[config.mk]
export PLATFORM = sky130hd
export DESIGN_NAME = stacked_irq_status
export DESIGN_NICKNAME = d
export VERILOG_FILES = /design/src/rtl/stacked_irq_pkg.sv /design/src/rtl/stacked_irq_src_mux.sv /design/src/rtl/stacked_irq_gap_timer.sv /design/src/rtl/stacked_irq_fsm.sv /design/src/rtl/stacked_irq_status.sv
export SDC_FILE = /design/constraint.sdc
export NUM_CORES = 1
export LEC_CHECK = 0
export BUFFER_PORTS_ARGS = -buffer_cell sky130_fd_sc_hd__buf_2
export CAP_MARGIN = 20
export CORE_ASPECT_RATIO = 0.6
export CORE_MARGIN = 10
export CORE_UTILIZATION = 47
export CTS_BUF_LIST = sky130_fd_sc_hd__clkbuf_4 sky130_fd_sc_hd__clkbuf_8
export DETAILED_ROUTE_END_ITERATION = 10
export GPL_ROUTABILITY_DRIVEN = 0
export PLACE_DENSITY = 0.72
export SYNTH_ARGS = -nofsm -noshare
export SYNTH_HDL_FRONTEND = slang
export SYNTH_HIERARCHICAL = 1
export SYNTH_SLANG_ARGS = --single-unit
[constraint.sdc]
create_clock -name clk -period 3.23 [get_ports clk]
set_clock_uncertainty 0.05 [all_clocks]
set_input_delay 0.646 -clock clk [delete_from_list [all_inputs] [get_ports clk]]
set_output_delay 0.646 -clock clk [all_outputs]
set_load 0.005 [all_outputs]
[src/rtl/stacked_irq_pkg.sv]
package stacked_irq_pkg;
    typedef enum logic [1:0] {
        ST_IDLE = 2'd0,
        ST_HOLD = 2'd1,
        ST_GAP  = 2'd2
    } irq_st_e;
endpackage

[src/rtl/stacked_irq_src_mux.sv]
module stacked_irq_src_mux #(
    parameter int W = 8
) (
    input  logic         tgt_mode_i,
    input  logic         phase_mis_i,
    input  logic         atn_i,
    input  logic [W-2:0] cond_i,
    output logic [W-1:0] evt_o
);
    logic top_bit;

    always_comb begin
        top_bit = tgt_mode_i ? atn_i : phase_mis_i;
        evt_o   = {top_bit, cond_i};
    end
endmodule

[src/rtl/stacked_irq_gap_timer.sv]
module stacked_irq_gap_timer #(
    parameter int GAP_CYC = 12
) (
    input  logic clk,
    input  logic rst_n,
    input  logic start_i,
    input  logic run_i,
    output logic done_o
);
    localparam int CW = (GAP_CYC > 2) ? $clog2(GAP_CYC) : 1;
    localparam logic [CW-1:0] LOAD = CW'(GAP_CYC - 1);

    logic [CW-1:0] cnt_q;

    always_ff @(posedge clk or negedge rst_n) begin
        if (!rst_n)
            cnt_q <= '0;
        else if (start_i)
            cnt_q <= LOAD;
        else if (run_i && cnt_q != '0)
            cnt_q <= cnt_q - 1'b1;
    end

    assign done_o = (cnt_q == '0);


    cnt_range_chk: assert property (@(posedge clk) disable iff (!rst_n)
        cnt_q <= LOAD);


    restart_load_chk: assert property (@(posedge clk) disable iff (!rst_n)
        start_i |=> cnt_q == LOAD);
endmodule

[src/rtl/stacked_irq_fsm.sv]
module stacked_irq_fsm
    import stacked_irq_pkg::*;
#(
    parameter int W = 8
) (
    input  logic         clk,
    input  logic         rst_n,
    input  logic [W-1:0] evt_i,
    input  logic         rd_i,
    input  logic         gap_done_i,
    output logic [W-1:0] status_o,
    output logic         gap_start_o,
    output logic         gap_run_o
);
    irq_st_e        state_q, state_d;
    logic [W-1:0]   stat_q, stat_d;
    logic [W-1:0]   pend_q, pend_d;
    logic [W-1:0]   merged;

    // state register and data levels
    always_ff @(posedge clk or negedge rst_n) begin
        if (!rst_n) begin
            state_q <= ST_IDLE;
            stat_q  <= '0;
            pend_q  <= '0;
        end else begin
            state_q <= state_d;
            stat_q  <= stat_d;
            pend_q  <= pend_d;
        end
    end

    // next state and level updates
    always_comb begin
        merged      = pend_q | evt_i;
        state_d     = state_q;
        stat_d      = stat_q;
        pend_d      = pend_q;
        gap_start_o = 1'b0;
        unique case (state_q)
            ST_IDLE: begin
                if (rd_i) begin
                    pend_d      = merged;
                    gap_start_o = 1'b1;
                    state_d     = ST_GAP;
                end else if (evt_i != '0) begin
                    stat_d  = evt_i;
                    state_d = ST_HOLD;
                end
            end
            ST_HOLD: begin
                pend_d = merged;
                if (rd_i) begin
                    stat_d      = '0;
                    gap_start_o = 1'b1;
                    state_d     = ST_GAP;
                end
            end
            ST_GAP: begin
                if (rd_i) begin
                    pend_d      = merged;
                    gap_start_o = 1'b1;
                end else if (gap_done_i) begin
                    stat_d  = merged;
                    pend_d  = '0;
                    state_d = (merged != '0) ? ST_HOLD : ST_IDLE;
                end else begin
                    pend_d = merged;
                end
            end
            default: begin
                state_d = ST_IDLE;
                stat_d  = '0;
                pend_d  = '0;
            end
        endcase
    end

    // outputs
    always_comb begin
        status_o  = stat_q;
        gap_run_o = (state_q == ST_GAP);
    end


    gap_zero_chk: assert property (@(posedge clk) disable iff (!rst_n)
        state_q == ST_GAP |-> stat_q == '0);


    idle_empty_chk: assert property (@(posedge clk) disable iff (!rst_n)
        state_q == ST_IDLE |-> (stat_q == '0 && pend_q == '0));


    hold_nonzero_chk: assert property (@(posedge clk) disable iff (!rst_n)
        state_q == ST_HOLD |-> stat_q != '0);


    read_keeps_evt_chk: assert property (@(posedge clk) disable iff (!rst_n)
        rd_i |=> (pend_q & $past(evt_i)) == $past(evt_i));
endmodule

[src/rtl/stacked_irq_status.sv]
module stacked_irq_status #(
    parameter int W       = 8,
    parameter int GAP_CYC = 12
) (
    input  logic         clk,
    input  logic         rst_n,
    input  logic         tgt_mode_i,
    input  logic         phase_mis_i,
    input  logic         atn_i,
    input  logic [W-2:0] cond_i,
    input  logic         rd_i,
    input  logic [W-1:0] irq_en_i,
    output logic [W-1:0] rd_data_o,
    output logic         irq_o
);
    logic [W-1:0] evt;
    logic [W-1:0] status;
    logic         gap_start, gap_run, gap_done;

    stacked_irq_src_mux #(.W(W)) u_mux (
        .tgt_mode_i (tgt_mode_i),
        .phase_mis_i(phase_mis_i),
        .atn_i      (atn_i),
        .cond_i     (cond_i),
        .evt_o      (evt)
    );

    stacked_irq_gap_timer #(.GAP_CYC(GAP_CYC)) u_timer (
        .clk    (clk),
        .rst_n  (rst_n),
        .start_i(gap_start),
        .run_i  (gap_run),
        .done_o (gap_done)
    );

    stacked_irq_fsm #(.W(W)) u_fsm (
        .clk        (clk),
        .rst_n      (rst_n),
        .evt_i      (evt),
        .rd_i       (rd_i),
        .gap_done_i (gap_done),
        .status_o   (status),
        .gap_start_o(gap_start),
        .gap_run_o  (gap_run)
    );

    assign rd_data_o = status;
    assign irq_o     = |(status & irq_en_i);


    read_clear_chk: assert property (@(posedge clk) disable iff (!rst_n)
        rd_i |=> rd_data_o == '0);


    sticky_chk: assert property (@(posedge clk) disable iff (!rst_n)
        !rd_i |=> (rd_data_o & $past(rd_data_o)) == $past(rd_data_o));


    irq_source_chk: assert property (@(posedge clk) disable iff (!rst_n)
        irq_o |-> rd_data_o != '0);
endmodule

# ---- Yosys cells after proc, flatten, opt, wreduce, memory -nomap -nowiden
# Cells that the tools add are included.
dict set report op_classes {
  mux 22
  n_bitwise 2
  n_reduce_logical 11
  n_eq_ne 9
  add_sub_neg 1
}
# operator count
set ops {}
lappend ops {{$mux 8} 8}
lappend ops {{$pmux 8 s3} 2}
lappend ops {{$reduce_bool 8->1} 2}
lappend ops {{$mux 2} 5}
lappend ops {{$ne 2x2->1 const B} 5}
lappend ops {{$and 8x8->8} 1}
lappend ops {{$mux 4} 2}
lappend ops {{$or 8x8->8} 1}
lappend ops {{$reduce_or 8->1} 1}
lappend ops {{$pmux 2 s3} 1}
lappend ops {{$reduce_and 5->1} 1}
lappend ops {{$logic_not 4->1} 1}
lappend ops {{$mux 1} 4}
lappend ops {{$reduce_and 4->1} 1}
lappend ops {{$reduce_bool 4->1} 1}
lappend ops {{$sub 4x1->4 const B} 1}
lappend ops {{$ne 3x2->1 const B} 1}
lappend ops {{$reduce_or 3->1} 1}
lappend ops {{$eq 2x1->1 const B} 1}
lappend ops {{$eq 2x2->1 const B} 1}
lappend ops {{$logic_not 2->1} 1}
lappend ops {{$ne 2x1->1 const B} 1}
lappend ops {{$reduce_bool 2->1} 1}
lappend ops {{$logic_and 1x1->1} 1}
dict set report word_totals {
  output_inout_bits 9
  input_bits 21
  reg_bits 22
}

# ---- Logic depth before layout (Yosys ltp)
dict set report depth {
  ltp_word 7
  mapped_depth 9
}

# ---- Hierarchy
# The synthesis kept the hierarchy.
# mod cells_each n_inst seq_area_each_um2 area_per_inst_um2
set modules_own_cells {}
lappend modules_own_cells {stacked_irq_fsm 104 1 450.4 1004.7}
lappend modules_own_cells {stacked_irq_gap_timer 22 1 100.1 220.2}
lappend modules_own_cells {stacked_irq_src_mux 9 1 0.0 75.1}
lappend modules_own_cells {stacked_irq_status 5 1 0.0 36.3}

# ---- Worst setup path after synthesis
# Ideal clock, no wire load.
dict set report synth_timing {
  path_type {flip-flop to flip-flop}
  start {register u_timer.cnt_q[0]}
  end {register u_fsm.stat_q[7], in the netlist u_fsm/status_o[7]}
  slack_ns 1.089
  path_stages_with_launch 10
  t_arrival_ns 1.948
  synth_period_minus_slack_ns 2.141
  required_ns 3.037
  cell_sequence {dfrtp_1 inv_1 ha_1 nor3b_1 nand2b_1 buf_2 a21bo_2 clkbuf_2 nand3b_1 o221ai_1}
}
dict set report synth_between {
  elab_chain_len 3
}
# element line
set synth_rtl {}
lappend synth_rtl {{start, declared} stacked_irq_gap_timer.sv:13} ;# logic [CW-1:0] cnt_q;
lappend synth_rtl {{start signal, assigned} stacked_irq_gap_timer.sv:21} ;# cnt_q <= cnt_q - 1'b1;
lappend synth_rtl {{$logic_not 4->1} stacked_irq_gap_timer.sv:24} ;# assign done_o = (cnt_q == '0);
lappend synth_rtl {{net gap_done} stacked_irq_status.sv:18} ;# logic gap_start, gap_run, gap_done;
lappend synth_rtl {{$ne 2x2->1 (no line)} --}
lappend synth_rtl {{$reduce_and 5->1 (no line)} --}
lappend synth_rtl {{end signal, assigned} stacked_irq_fsm.sv:28} ;# stat_q <= stat_d;
lappend synth_rtl {{end, declared} stacked_irq_fsm.sv:16} ;# logic [W-1:0] stat_q, stat_d;
# The timed path passes the listed nets, and every way through them passes these cells.
# A chain may end at the register's enable or synchronous reset.

# ---- Worst setup path after layout
dict set report layout_timing {
  start {input tgt_mode_i}
  end {register u_fsm.stat_q[0], in the netlist u_fsm/status_o[0]}
}
dict set report layout_between {
  elab_chain_len 4
}
# element line
set layout_rtl {}
lappend layout_rtl {{start, declared} stacked_irq_status.sv:7} ;# input logic tgt_mode_i,
lappend layout_rtl {{$mux 1} stacked_irq_src_mux.sv:13} ;# top_bit = tgt_mode_i ? atn_i : phase_mis_i;
lappend layout_rtl {{net evt[7]} stacked_irq_status.sv:16} ;# logic [W-1:0] evt;
lappend layout_rtl {{$reduce_bool 8->1} stacked_irq_fsm.sv:46} ;# end else if (evt_i != '0) begin
lappend layout_rtl {{$ne 2x1->1 (no line)} --}
lappend layout_rtl {{$reduce_and 5->1 (no line)} --}
# The timed path passes the listed nets, and every way through them passes these cells.

==> metrics <==
outcome=complete, no violations; largest net degree at the start of global routing=27; Tcrit/Tclk final=around three quarters; Starting Density=roughly half; sequential fraction of the synthesis area=about two fifths; CP startpoint kind=input port; Least-Margin Pin Slew=0.679 ns; multi-input logic area=approximately 620 um2; Netlist cell types=35; maximum vdd drop=around 0.28 mV; antenna-violating nets left=0; FF+latch count, synth=22; Fmax=405 MHz; CP Max Fanout=17; HPWL after DPL=~2500 um; required time of the critical path=3.34 ns; Final min period=~2.5 ns; Clock Pin Slew Worst Setup and Hold Paths=approximately 0.070 ns; Slew headroom=54.3%; met2 Use GR=18.2%; port bufs=29; CP max stage delay=approximately 0.52 ns; # IOs=30; core area=2610 um2; number of gates resized after CTS=0; Mapped Area=1340 um2; FF+latch area=551 um2; share of the synthesized area in the top cell type=41.2%; CTS root buf=clkbuf_8; Crit path max-delay family=compound AO/OA/AOI/OAI gates; Detailed Routing Iterations Pass 1=4; Total Nets Final=180; fillers=229; # Post-CTS Setup Buffers=0; syn_nets=162; met3 usage=under 10%; max_cap viols=0; n_diodes=0; worst hold slack=roughly 0.28 ns; WP data arrival=2.58 ns; GRT overflow=0; Hold-fix buffers, CTS=0; crit path buf inv count=1; Final Max Tran Viols=0; vias post-DR=approximately 1.2k; die area=~5400 um2; initial DRC count=around 140; H-tree depth reported by CTS=1; gr busiest metal=met2; worst min path class=in2async; vias per inst=6.19; CTS tree=done; routed len/inst=16.9 um; CP max stage cell=a21o_1; crit path cell chain=buf_2 > mux2_4 > nor4_1 > a21o_1 > nand3b_1 > o221ai_1; TritonCTS buffer count=3; endpoint class of the critical path=register; setup tns final=0 ns; worst-case clock buffer depth=2; ranking of synthesized cells by area=dfrtp_1 (41%), a21oi_1 (7.1%), nor4b_1 (5.2%); Routed Wire Length=3190 um; CTS Sinks=22; unrepaired setup endpoints after global routing=no; Final Hold Vio Count=0; Lkg Pwr=~0.61 nW; number of remaining DRC errors=0; vias in the first global route=1063; cell taking the most area after synthesis=dfrtp_1; first-pass GRT wire length=~5200 um; Die X=around 89 um; Clk Latency, worst-skew pair=between 0.2 and 0.3 ns; Ys Warns=6; site row count=14; initial antenna violation count=0; Area growth, synth to finish=9.64%; pwr dens=745 nW/um2; met1 Use GR=16.0%; layout cells sized above 1=around a quarter; Mean Syn Cell Area=~9.5 um2; Crit Path Category=in2reg; Synth Instances=between 100 and 150; Setup-failing EPs final=0; Global Route Usage Sum=between 10% and 20%; chip height=between 60 and 70 um
[stage by stage]
stage / setup WS [ns] / cells / util (%) / power, mW / instance area (um2)
after detailed placement: 0.536 / 185 / 54.0 / 0.901 / 1410
after global routing: 0.565 / 189 / 56.1 / 1.17 / 1470
final: 0.760 / 189 / 56.1 / 1.09 / 1470
after CTS: 0.793 / 189 / 56.1 / 1.09 / 1470
after floorplan: 1.09 / 140 / - / 0.766 / 1340
after global placement: 0.677 / 185 / 54.0 / 0.876 / 1410
[state kept, by name (all words and copies together) (netlist names)]
name,cells
u_fsm/status_o,8
u_fsm/pend_q,8
u_fsm/state_q,2
u_timer/cnt_q,4
[metal layers]
layer	vias up	part of all wire, %
met5	-	0
met4	0	1.1
met3	6	12
met2	56	41
met1	548	46
li1	559	-
[synthesized netlist by cell type]
master	count
a211o_1	1
a21bo_2	1
a21boi_0	2
a21boi_1	1
a21o_1	1
a21oi_1	19
a22oi_1	4
a311oi_1	1
a41oi_1	6
a41oi_2	2
buf_2	1
buf_4	8
buf_6	3
clkbuf_1	4
clkbuf_2	1
dfrtp_1	22
ha_1	1
inv_1	12
mux2_4	1
mux2i_1	2
nand2_1	2
nand2b_1	1
nand3b_1	1
nand4_1	2
nand4b_1	1
nor2_1	13
nor2b_1	3
nor3_1	1
nor3b_1	1
nor4_1	3
nor4b_1	8
o21ai_0	1
o221ai_1	8
or3_1	1
or4b_4	1
[cell usage in the layout (no fill, tap or decap), drive strengths merged, types with 2 or more instances in the layout]
cell type	netlist	final
nor4	3	3
clkbuf	5	4
inv	12	12
nor2	13	13
dfrtp	22	22
nor2b	3	3
nor4b	8	8
nand4	2	2
mux2i	2	2
a41oi	8	8
a21oi	19	19
buf	12	30
a22oi	4	4
nand2	2	2
a21boi	3	3
o221ai	8	8
[worst paths after layout]
| path | startpoint | endpoint | slack (ns) | cells after the start |
|---|---|---|---|---|
| min in group clk | u_fsm/pend_q[4]$_DFFE_PN0N_ | u_fsm/pend_q[4]$_DFFE_PN0N_ | 0.48 | 2 |
| setup reg to reg | u_fsm/state_q[1]$_DFFE_PN0P_ | u_fsm/status_o[0]$_DFFE_PN0P_ | 0.80 | 4 |
| max in group asynchronous | rst_n | u_fsm/status_o[4]$_DFFE_PN0P_ | 2.52 | 1 |
| hold / removal | rst_n | u_fsm/pend_q[3]$_DFFE_PN0N_ | 0.28 | 1 |
| setup / recovery | tgt_mode_i | u_fsm/status_o[0]$_DFFE_PN0P_ | 0.76 | 6 |
| hold reg to reg | u_fsm/pend_q[4]$_DFFE_PN0N_ | u_fsm/pend_q[4]$_DFFE_PN0N_ | 0.48 | 2 |
[final cells by class]
type / count / share of cell area (%)
multi-input combinational: 89 / 42.4
sequential: 22 / 37.6
timing repair buffer: 30 / 10.4
clock buffer: 4 / 3.76
inverter: 12 / 3.07
tap: 32 / 2.73
[report_power, final]
| part | switching (mW) | internal, mW | leakage (nW) | total, mW |
|---|---|---|---|---|
| sequential | 0.119 | 0.373 | 0.215 | 0.492 |
| clock | 0.0808 | 0.108 | 0.0288 | 0.189 |
| combinational | 0.208 | 0.203 | 0.364 | 0.410 |
| total | 0.407 | 0.684 | 0.608 | 1.09 |
[kinds of logic after synthesis]
family / count (synthesis) / synth area share [%]
AOI/OAI and AO/OA: 47 / 25.7
and+or+nand+nor: 38 / 17.3
buffers and inverters: 29 / 12.3
DFF: 22 / 41.2
muxes: 3 / 2.62
adders and majority gates: 1 / 0.936
Power figures use the tool's default switching activity.
